===== src/rtl/btn_settle_pkg.sv =====
package btn_settle_pkg;

   typedef enum logic [1:0] {
      BS_REST         = 2'd0,
      BS_PRESS_QUAL   = 2'd1,
      BS_HELD         = 2'd2,
      BS_RELEASE_QUAL = 2'd3
   } btn_state_e;

   localparam logic KEY_RELEASED = 1'b1;

endpackage


===== src/rtl/btn_sync.sv =====
module btn_sync #(
   parameter int STAGES = 2
) (
   input  logic clk,
   input  logic rst_n,
   input  logic din,
   output logic dout
);
   import btn_settle_pkg::*;

   logic [STAGES-1:0] pipe_q;

   generate
      for (genvar g = 0; g < STAGES; g++) begin : g_stage
         if (g == 0) begin : g_first
            always_ff @(posedge clk or negedge rst_n) begin
               if (!rst_n) pipe_q[0] <= KEY_RELEASED;
               else        pipe_q[0] <= din;
            end
         end else begin : g_next
            always_ff @(posedge clk or negedge rst_n) begin
               if (!rst_n) pipe_q[g] <= KEY_RELEASED;
               else        pipe_q[g] <= pipe_q[g-1];
            end
         end
      end
   endgenerate

   assign dout = pipe_q[STAGES-1];

endmodule


===== src/rtl/btn_hold_timer.sv =====
module btn_hold_timer #(
   parameter int HOLD_CYCLES = 1_000_000,
   parameter int CNT_W       = 20
) (
   input  logic             clk,
   input  logic             rst_n,
   input  logic             run,
   output logic             done,
   output logic [CNT_W-1:0] count
);
   localparam logic [CNT_W-1:0] LAST = CNT_W'(HOLD_CYCLES - 1);

   logic [CNT_W-1:0] cnt_q;

   assign done  = (cnt_q == LAST);
   assign count = cnt_q;

   always_ff @(posedge clk or negedge rst_n) begin
      if (!rst_n)               cnt_q <= '0;
      else if (run && !done)    cnt_q <= cnt_q + 1'b1;
      else                      cnt_q <= '0;
   end

endmodule


===== src/rtl/btn_settle.sv =====
module btn_settle #(
   parameter int HOLD_CYCLES = 1_000_000,
   parameter int SYNC_STAGES = 2
) (
   input  logic clk,
   input  logic rst_n,
   input  logic key_raw_n,
   output logic key_level,
   output logic key_press
);
   import btn_settle_pkg::*;

   localparam int CNT_W = (HOLD_CYCLES > 1) ? $clog2(HOLD_CYCLES) : 1;

   generate
      if (HOLD_CYCLES < 1) begin : g_bad_hold
         $error("btn_settle: HOLD_CYCLES must be at least 1");
      end
      if (SYNC_STAGES < 2) begin : g_bad_sync
         $error("btn_settle: SYNC_STAGES must be at least 2");
      end
   endgenerate

   logic             key_sync;
   logic             hold_run;
   logic             hold_done;
   logic [CNT_W-1:0] hold_cnt;
   btn_state_e       state_q;
   logic             level_q;
   logic             press_q;

   btn_sync #(.STAGES(SYNC_STAGES)) u_sync (
      .clk  (clk),
      .rst_n(rst_n),
      .din  (key_raw_n),
      .dout (key_sync)
   );

   assign hold_run = ((state_q == BS_PRESS_QUAL)   && !key_sync) ||
                     ((state_q == BS_RELEASE_QUAL) &&  key_sync);

   btn_hold_timer #(.HOLD_CYCLES(HOLD_CYCLES), .CNT_W(CNT_W)) u_timer (
      .clk  (clk),
      .rst_n(rst_n),
      .run  (hold_run),
      .done (hold_done),
      .count(hold_cnt)
   );

   always_ff @(posedge clk or negedge rst_n) begin
      if (!rst_n) begin
         state_q <= BS_REST;
         level_q <= KEY_RELEASED;
         press_q <= 1'b0;
      end else begin
         press_q <= 1'b0;
         unique case (state_q)
            BS_REST: begin
               if (!key_sync) state_q <= BS_PRESS_QUAL;
            end
            BS_PRESS_QUAL: begin
               if (key_sync) begin
                  state_q <= BS_REST;
               end else if (hold_done) begin
                  state_q <= BS_HELD;
                  level_q <= ~KEY_RELEASED;
                  press_q <= 1'b1;
               end
            end
            BS_HELD: begin
               if (key_sync) state_q <= BS_RELEASE_QUAL;
            end
            BS_RELEASE_QUAL: begin
               if (!key_sync) begin
                  state_q <= BS_HELD;
               end else if (hold_done) begin
                  state_q <= BS_REST;
                  level_q <= KEY_RELEASED;
               end
            end
            default: state_q <= BS_REST;
         endcase
      end
   end

   assign key_level = level_q;
   assign key_press = press_q;

endmodule


===== config.mk =====
export PLATFORM = sky130hd
export DESIGN_NAME = btn_settle
export DESIGN_NICKNAME = d
export VERILOG_FILES = /design/src/rtl/btn_settle_pkg.sv /design/src/rtl/btn_sync.sv /design/src/rtl/btn_hold_timer.sv /design/src/rtl/btn_settle.sv
export SDC_FILE = /design/constraint.sdc
export NUM_CORES = 1
export LEC_CHECK = 0
export ABC_AREA = 1
export BUFFER_PORTS_ARGS = -buffer_cell sky130_fd_sc_hd__buf_4
export CORE_UTILIZATION = 45
export CTS_BUF_LIST = sky130_fd_sc_hd__clkbuf_8
export DETAILED_ROUTE_END_ITERATION = 8
export PLACE_DENSITY = 0.64
export SLEW_MARGIN = 30
export SYNTH_ARGS = -nofsm -noshare
export SYNTH_HDL_FRONTEND = slang
export SYNTH_HIERARCHICAL = 1
export SYNTH_SLANG_ARGS = --single-unit

===== constraint.sdc =====
create_clock -name clk -period 1.9 [get_ports clk]
set_input_delay 0.38 -clock clk [delete_from_list [all_inputs] [get_ports clk]]
set_output_delay 0.38 -clock clk [all_outputs]
set_load 0.01 [all_outputs]

Yosys cells after proc, flatten, opt, wreduce, memory -nomap -nowiden

Cells that the tools add are included.

Word-level logic and storage cells: 45
Flip-flop bits (word level): 26
Bits in writable memories: 0
Bits in read-only memories: 0
Memories kept: 0
Latch bits: 0

Multiplexer cells: 16
$add $sub $neg: 1
Shift operators: 0
Bitwise gates (word level): 0
Reduce and logical (&&, ||, !) cells: 10
Divide/modulo/power cells: 0
$mul: 0
Order comparisons: 0
Equal/unequal tests: 12

Operator list:

| cell                                                                    | number |
|---|---|
| 20-bit by 1-bit adder with 20-bit output, second input constant         | 1 |
| 20-bit == test, second input constant                                   | 1 |
| 20-bit two-way mux                                                      | 1 |
| 2-bit two-way mux                                                       | 6 |
| 2-bit by 1-bit inequality test with 1-bit output, second input constant | 4 |
| 2-bit case mux with 4 select lines                                      | 1 |
| 1-bit two-way mux                                                       | 7 |
| 5-bit AND reduction                                                     | 1 |
| 2-bit == test, second input constant                                    | 2 |
| 2-bit inequality test, second input constant                            | 2 |
| 4-bit AND reduction                                                     | 1 |
| 1-bit logical AND                                                       | 3 |
| 3-bit by 1-bit inequality test with 1-bit output, second input constant | 1 |
| 3-bit by 2-bit inequality test with 1-bit output, second input constant | 1 |
| 2-bit by 1-bit == test with 1-bit output, second input constant         | 1 |
| 1-bit logical NOT                                                       | 2 |
| 2-bit logical NOT                                                       | 1 |
| 1-bit case mux with 2 select lines                                      | 1 |
| 2-bit nonzero test                                                      | 1 |
| 1-bit logical OR                                                        | 1 |

Logic depth before layout (Yosys ltp)

Depth in word-level cells: 5
Gate-level depth with buffers: 10
Depth with buffers taken out: 10

Cells and area by module

The synthesis kept the hierarchy.

Modules (own cells, without submodules):

| module         | cells each | times used | sequential area each (sq um) | area an instance (sq um) |
|---|---|---|---|---|
| btn_hold_timer | 161        | 1          | 500.5                        | 1163.6 |
| btn_settle     | 17         | 1          | 101.3                        | 162.7 |
| btn_sync       | 2          | 1          | 52.6                         | 52.6 |

Worst setup path after synthesis

No wires, ideal clock.

Path type: register to register
Start: register u_timer.cnt_q[0], in the netlist u_timer/count[0]
End: register level_q, in the netlist key_level
Path slack: 0.494 ns
Arrival: 1.339 ns
Required time: 1.833 ns
Cell stages (with the launch flop): 10
Path through: dfrtp_1 ha_1 nand3_1 nor2_4 nand3_2 inv_1 nand2_1 nor2_1 nor2_1 nor2_1

Word-level cells in the longest chain between the ends: 3
Elaborated cells on any way between the ends: 4
Those cells by class: 3 x eq/ne; 1 x reduce/logical

Ends and longest elaborated chain:

| item                                                              | line                 | source |
|---|---|---|
| from (decl)                                                       | btn_hold_timer.sv:13 | `logic [CNT_W-1:0] cnt_q;` |
| from (signal assigned)                                            | btn_hold_timer.sv:20 | `else if (run && !done) cnt_q <= cnt_q + 1'b1;` |
| 20-bit == test (*)                                                | btn_hold_timer.sv:15 | `assign done = (cnt_q == LAST);` |
| via hold_done                                                     | btn_settle.sv:26     | `logic hold_done;` |
| 2-bit by 1-bit inequality test with 1-bit output (no source line) | -                    |  |
| 5-bit AND reduction (no source line) (*)                          | -                    |  |
| to (signal assigned)                                              | btn_settle.sv:66     | `level_q <= ~KEY_RELEASED;` |
| to (decl)                                                         | btn_settle.sv:29     | `logic level_q;` |

Mark *: on every way through the listed nets, which the timed path passes. The rest lies on a longest branch.
A chain may end at the register's enable or synchronous reset.

Final worst setup path

Ends and elaborated chain as after synthesis.

==> impl_metrics.sql <==
INSERT INTO impl_metrics (metric_group, metric, value, unit) VALUES
('status', 'run_status', 'complete, but fails checks', ''),
('global_route', 'grt_first_pass_wirelength', '4420', 'um'),
('synthesis', 'ys.warnings.count', '6', ''),
('synthesis', 'yosys-mux-area-fraction', '0', '%'),
('synthesis', 'synth.top_cells.by_area', 'sky130_fd_sc_hd__dfrtp_1 42%, sky130_fd_sc_hd__nor2_1 13%, sky130_fd_sc_hd__nand2_1 13%', ''),
('critical_path', 'crit_path_cell_trace', 'ha_1 -> nand3_1 -> nor2_4 -> nand3_2 -> inv_1 -> nand2_1 -> nor2_1 -> nor2_1 -> nor2_1', ''),
('finish', 'drive_gt1_share', '9.09', '%'),
('sta', 'fin_worst_hold_slack', '-0.0124', 'ns'),
('finish', 'finalCoreUtilization', '53.2', '%'),
('sta', 'layout_worst_path_cycle_share', '83.7', '%'),
('critical_path', 'crit_path_start_kind', 'flop', ''),
('synthesis', 'synth_edf_count', '0', ''),
('synthesis', 'synth_top_area_share', '41.7', '%'),
('worst_hold_path', 'worst_hold_path_type', 'input pin to async pin', ''),
('synthesis', 'synthesized_area_fraction_occupied_by_xor_and_xnor_cells', '6.35', '%'),
('sta', 'timing.final.crit_period', '1.59', 'ns'),
('synthesis', 'average_size_of_a_mapped_cell', '7.66', 'sq um'),
('global_route', 'grt_start_max_net_pins', '27', ''),
('clock_tree', 'worst_setup_hold_path_clk_slew', '0.09', 'ns'),
('synthesis', 'synth_seq_area_share', '47.5', '%'),
('sta', 'setup_total_negative_slack', '0', 'ns'),
('finish', 'final-instance-count-excl-fill', '218', ''),
('finish', 'postLayoutCellArea', '1500', 'sq um'),
('critical_path', 'critical_path_at', '1.80', 'ns'),
('detailed_routing', 'average_wire_per_cell_in_the_routed_design', '11.6', 'um'),
('status', 'failed_checks', 'negative hold slack', ''),
('critical_path', 'category_of_the_worst_setup_path_capture_point', 'flop', ''),
('sta', 'slew_headroom', '78.5', '%'),
('critical_path', 'crit_slowest_cell', 'sky130_fd_sc_hd__dfrtp_1', ''),
('critical_path', 'rr_startpoint', 'u_timer/count[0]$_DFF_PN0_', ''),
('sta', 'hold_violations', '8', ''),
('critical_path', 'worst_r2r_path_depth', '9', ''),
('floorplan', 'die_w', '57.4', 'um'),
('finish', 'area_delta_synth_final', '9.07', '%'),
('critical_path', 'crit-reg2reg-capture', 'key_level$_DFFE_PN1P_', ''),
('synthesis', 'post_synth_num_cell_types', '19', ''),
('critical_path', 'cp_common_cell', 'sky130_fd_sc_hd__nor2_1', ''),
('finish', 'post_layout_net_count', '192', ''),
('detailed_routing', 'num_vias', '1096', ''),
('sta', 'worst_pin_slew', '0.323', 'ns'),
('synthesis', 'post_synth_instance_area', '1380', 'sq um'),
('detailed_routing', 'first_pass_iters', '5', ''),
('clock_tree', 'post_cts_resize_count', '0', ''),
('clock_tree', 'maximum_count_of_clock_buffers_along_a_single_path', '2', ''),
('clock_tree', 'cts_setup_buffers', '0', ''),
('detailed_routing', 'drtIter0Drc', '43', ''),
('detailed_routing', 'post_drt_via_cell_ratio', '5.03', ''),
('synthesis', 'synth_nets', '184', ''),
('finish', 'n_antenna_cell', '0', ''),
('sta', 'clock.fmax', '629', 'MHz'),
('place', 'numPortBuffers', '4', ''),
('detailed_routing', 'drt_drc_violations_left', '0', ''),
('clock_tree', 'htreeDepth', '1', ''),
('clock_tree', 'cts_hold_buf', '0', ''),
('detailed_routing', 'route.antenna.remaining_nets', '0', ''),
('critical_path', 'worst-setup-path-type', 'flop to flop', ''),
('sta', 'final.setup_skew', '0.00600', 'ns'),
('synthesis', 'synth_async_sr_flop_share', '100', '%'),
('floorplan', 'initial_standard_cell_utilization_of_the_core', '48.7', '%'),
('synthesis', 'most_area_hungry_cell_type_in_the_yosys_netlist', 'sky130_fd_sc_hd__dfrtp_1', ''),
('place', 'detailed_place.area', '1430', 'sq um'),
('global_route', 'first_global_vias', '1018', ''),
('clock_tree', 'clock-sinks', '26', ''),
('critical_path', 'worst-r2r-setup-slack', '0.31', 'ns'),
('floorplan', 'num_rows', '19', ''),
('clock_tree', 'clock_insertion_delay_worst_skew', '0.27', 'ns'),
('clock_tree', 'tritoncts_clock_tree', 'done', ''),
('sta', 'grt_setup_unrepaired', 'false', ''),
('critical_path', 'required_time_reported_for_the_critical_path_endpoint', '2.11', 'ns'),
('synthesis', 'synth_simple_gate_area_share', '36.8', '%'),
('floorplan', 'io-pin-count', '5', '');
-- per-stage QoR --
| step | worst slack, ns | hold WS, ns | power, mW |
|---|---|---|---|
| 3_5_place_dp | 0.308 | 0.310 | 0.604 |
| 4_1_cts | 0.282 | 0.0106 | 1.06 |
| 3_3_place_gp | 0.416 | 0.303 | 0.603 |
| 2_1_floorplan | 0.494 | 0.0844 | 0.589 |
| 6_report | 0.309 | -0.0124 | 1.05 |
| 5_1_grt | 0.0780 | 0.0173 | 1.08 |
-- sequential cells by signal, summed over array words and instances (netlist names), named ones only --
signal         flops
key_press          1
u_sync/dout        1
u_timer/count     20
key_level          1
u_sync/pipe_q      1
state_q            1
-- report_power, final --
group	leakage, nW	internal [mW]	total [mW]	switching (mW)
clock	0.0357	0.282	0.455	0.173
sequential	0.349	0.560	0.564	0.00419
combinational	0.277	0.00660	0.0272	0.0206
total	0.662	0.848	1.05	0.198
-- worst max path at each step --
stage | from | to | slack (ns)
floorplan | u_timer/count[0]$_DFF_PN0_ | key_level$_DFFE_PN1P_ | 0.49
global placement | u_timer/count[0]$_DFF_PN0_ | key_level$_DFFE_PN1P_ | 0.42
detailed placement | u_timer/count[0]$_DFF_PN0_ | key_level$_DFFE_PN1P_ | 0.31
CTS | u_timer/count[0]$_DFF_PN0_ | key_level$_DFFE_PN1P_ | 0.28
global route | u_timer/count[0]$_DFF_PN0_ | key_level$_DFFE_PN1P_ | 0.08
finish | u_timer/count[0]$_DFF_PN0_ | key_level$_DFFE_PN1P_ | 0.31
-- routing by layer --
layer	share of wire, %	GRT usage (%)	up-vias
met5	0	0	-
met4	0.75	4.18	0
met3	3.5	4.08	4
met2	46	27.7	19
met1	49	24.5	507
li1	-	-	566
-- placed cells by master (no fill, tap or decap) --
cell	n
sky130_fd_sc_hd__and2_1	1
sky130_fd_sc_hd__dfrtp_1	23
sky130_fd_sc_hd__o21bai_1	1
sky130_fd_sc_hd__bufinv_16	1
sky130_fd_sc_hd__nor2_4	3
sky130_fd_sc_hd__nand4_1	3
sky130_fd_sc_hd__nand3_1	12
sky130_fd_sc_hd__xnor2_1	4
sky130_fd_sc_hd__nor2_1	49
sky130_fd_sc_hd__ha_1	1
sky130_fd_sc_hd__nand2_4	1
sky130_fd_sc_hd__a21oi_1	1
sky130_fd_sc_hd__clkbuf_8	3
sky130_fd_sc_hd__nor3_2	1
sky130_fd_sc_hd__inv_1	20
sky130_fd_sc_hd__nand3_2	1
sky130_fd_sc_hd__nand2_1	46
sky130_fd_sc_hd__o21ai_0	3
sky130_fd_sc_hd__xor2_1	6
sky130_fd_sc_hd__buf_4	4
sky130_fd_sc_hd__dfstp_2	3
-- final cells by class --
type                       count  area [sq um]
fill                         271          1330
sequential                    26           654
multi-input combinational    133           634
inverter                      20          75.1
clock buffer                   3          41.3
tap                           31          38.8
clock inverter                 1          30.0
timing repair buffer           4          30.0
-- cells by family (layout without fill, tap and decap cells) --
kind of cell,after synthesis,count (layout)
compound gates,5,5
flops,26,26
buf+inv,21,28
fa+ha+maj,1,1
simple gates,117,117
xor+xnor,10,10
(Power assumes the default switching activity.)
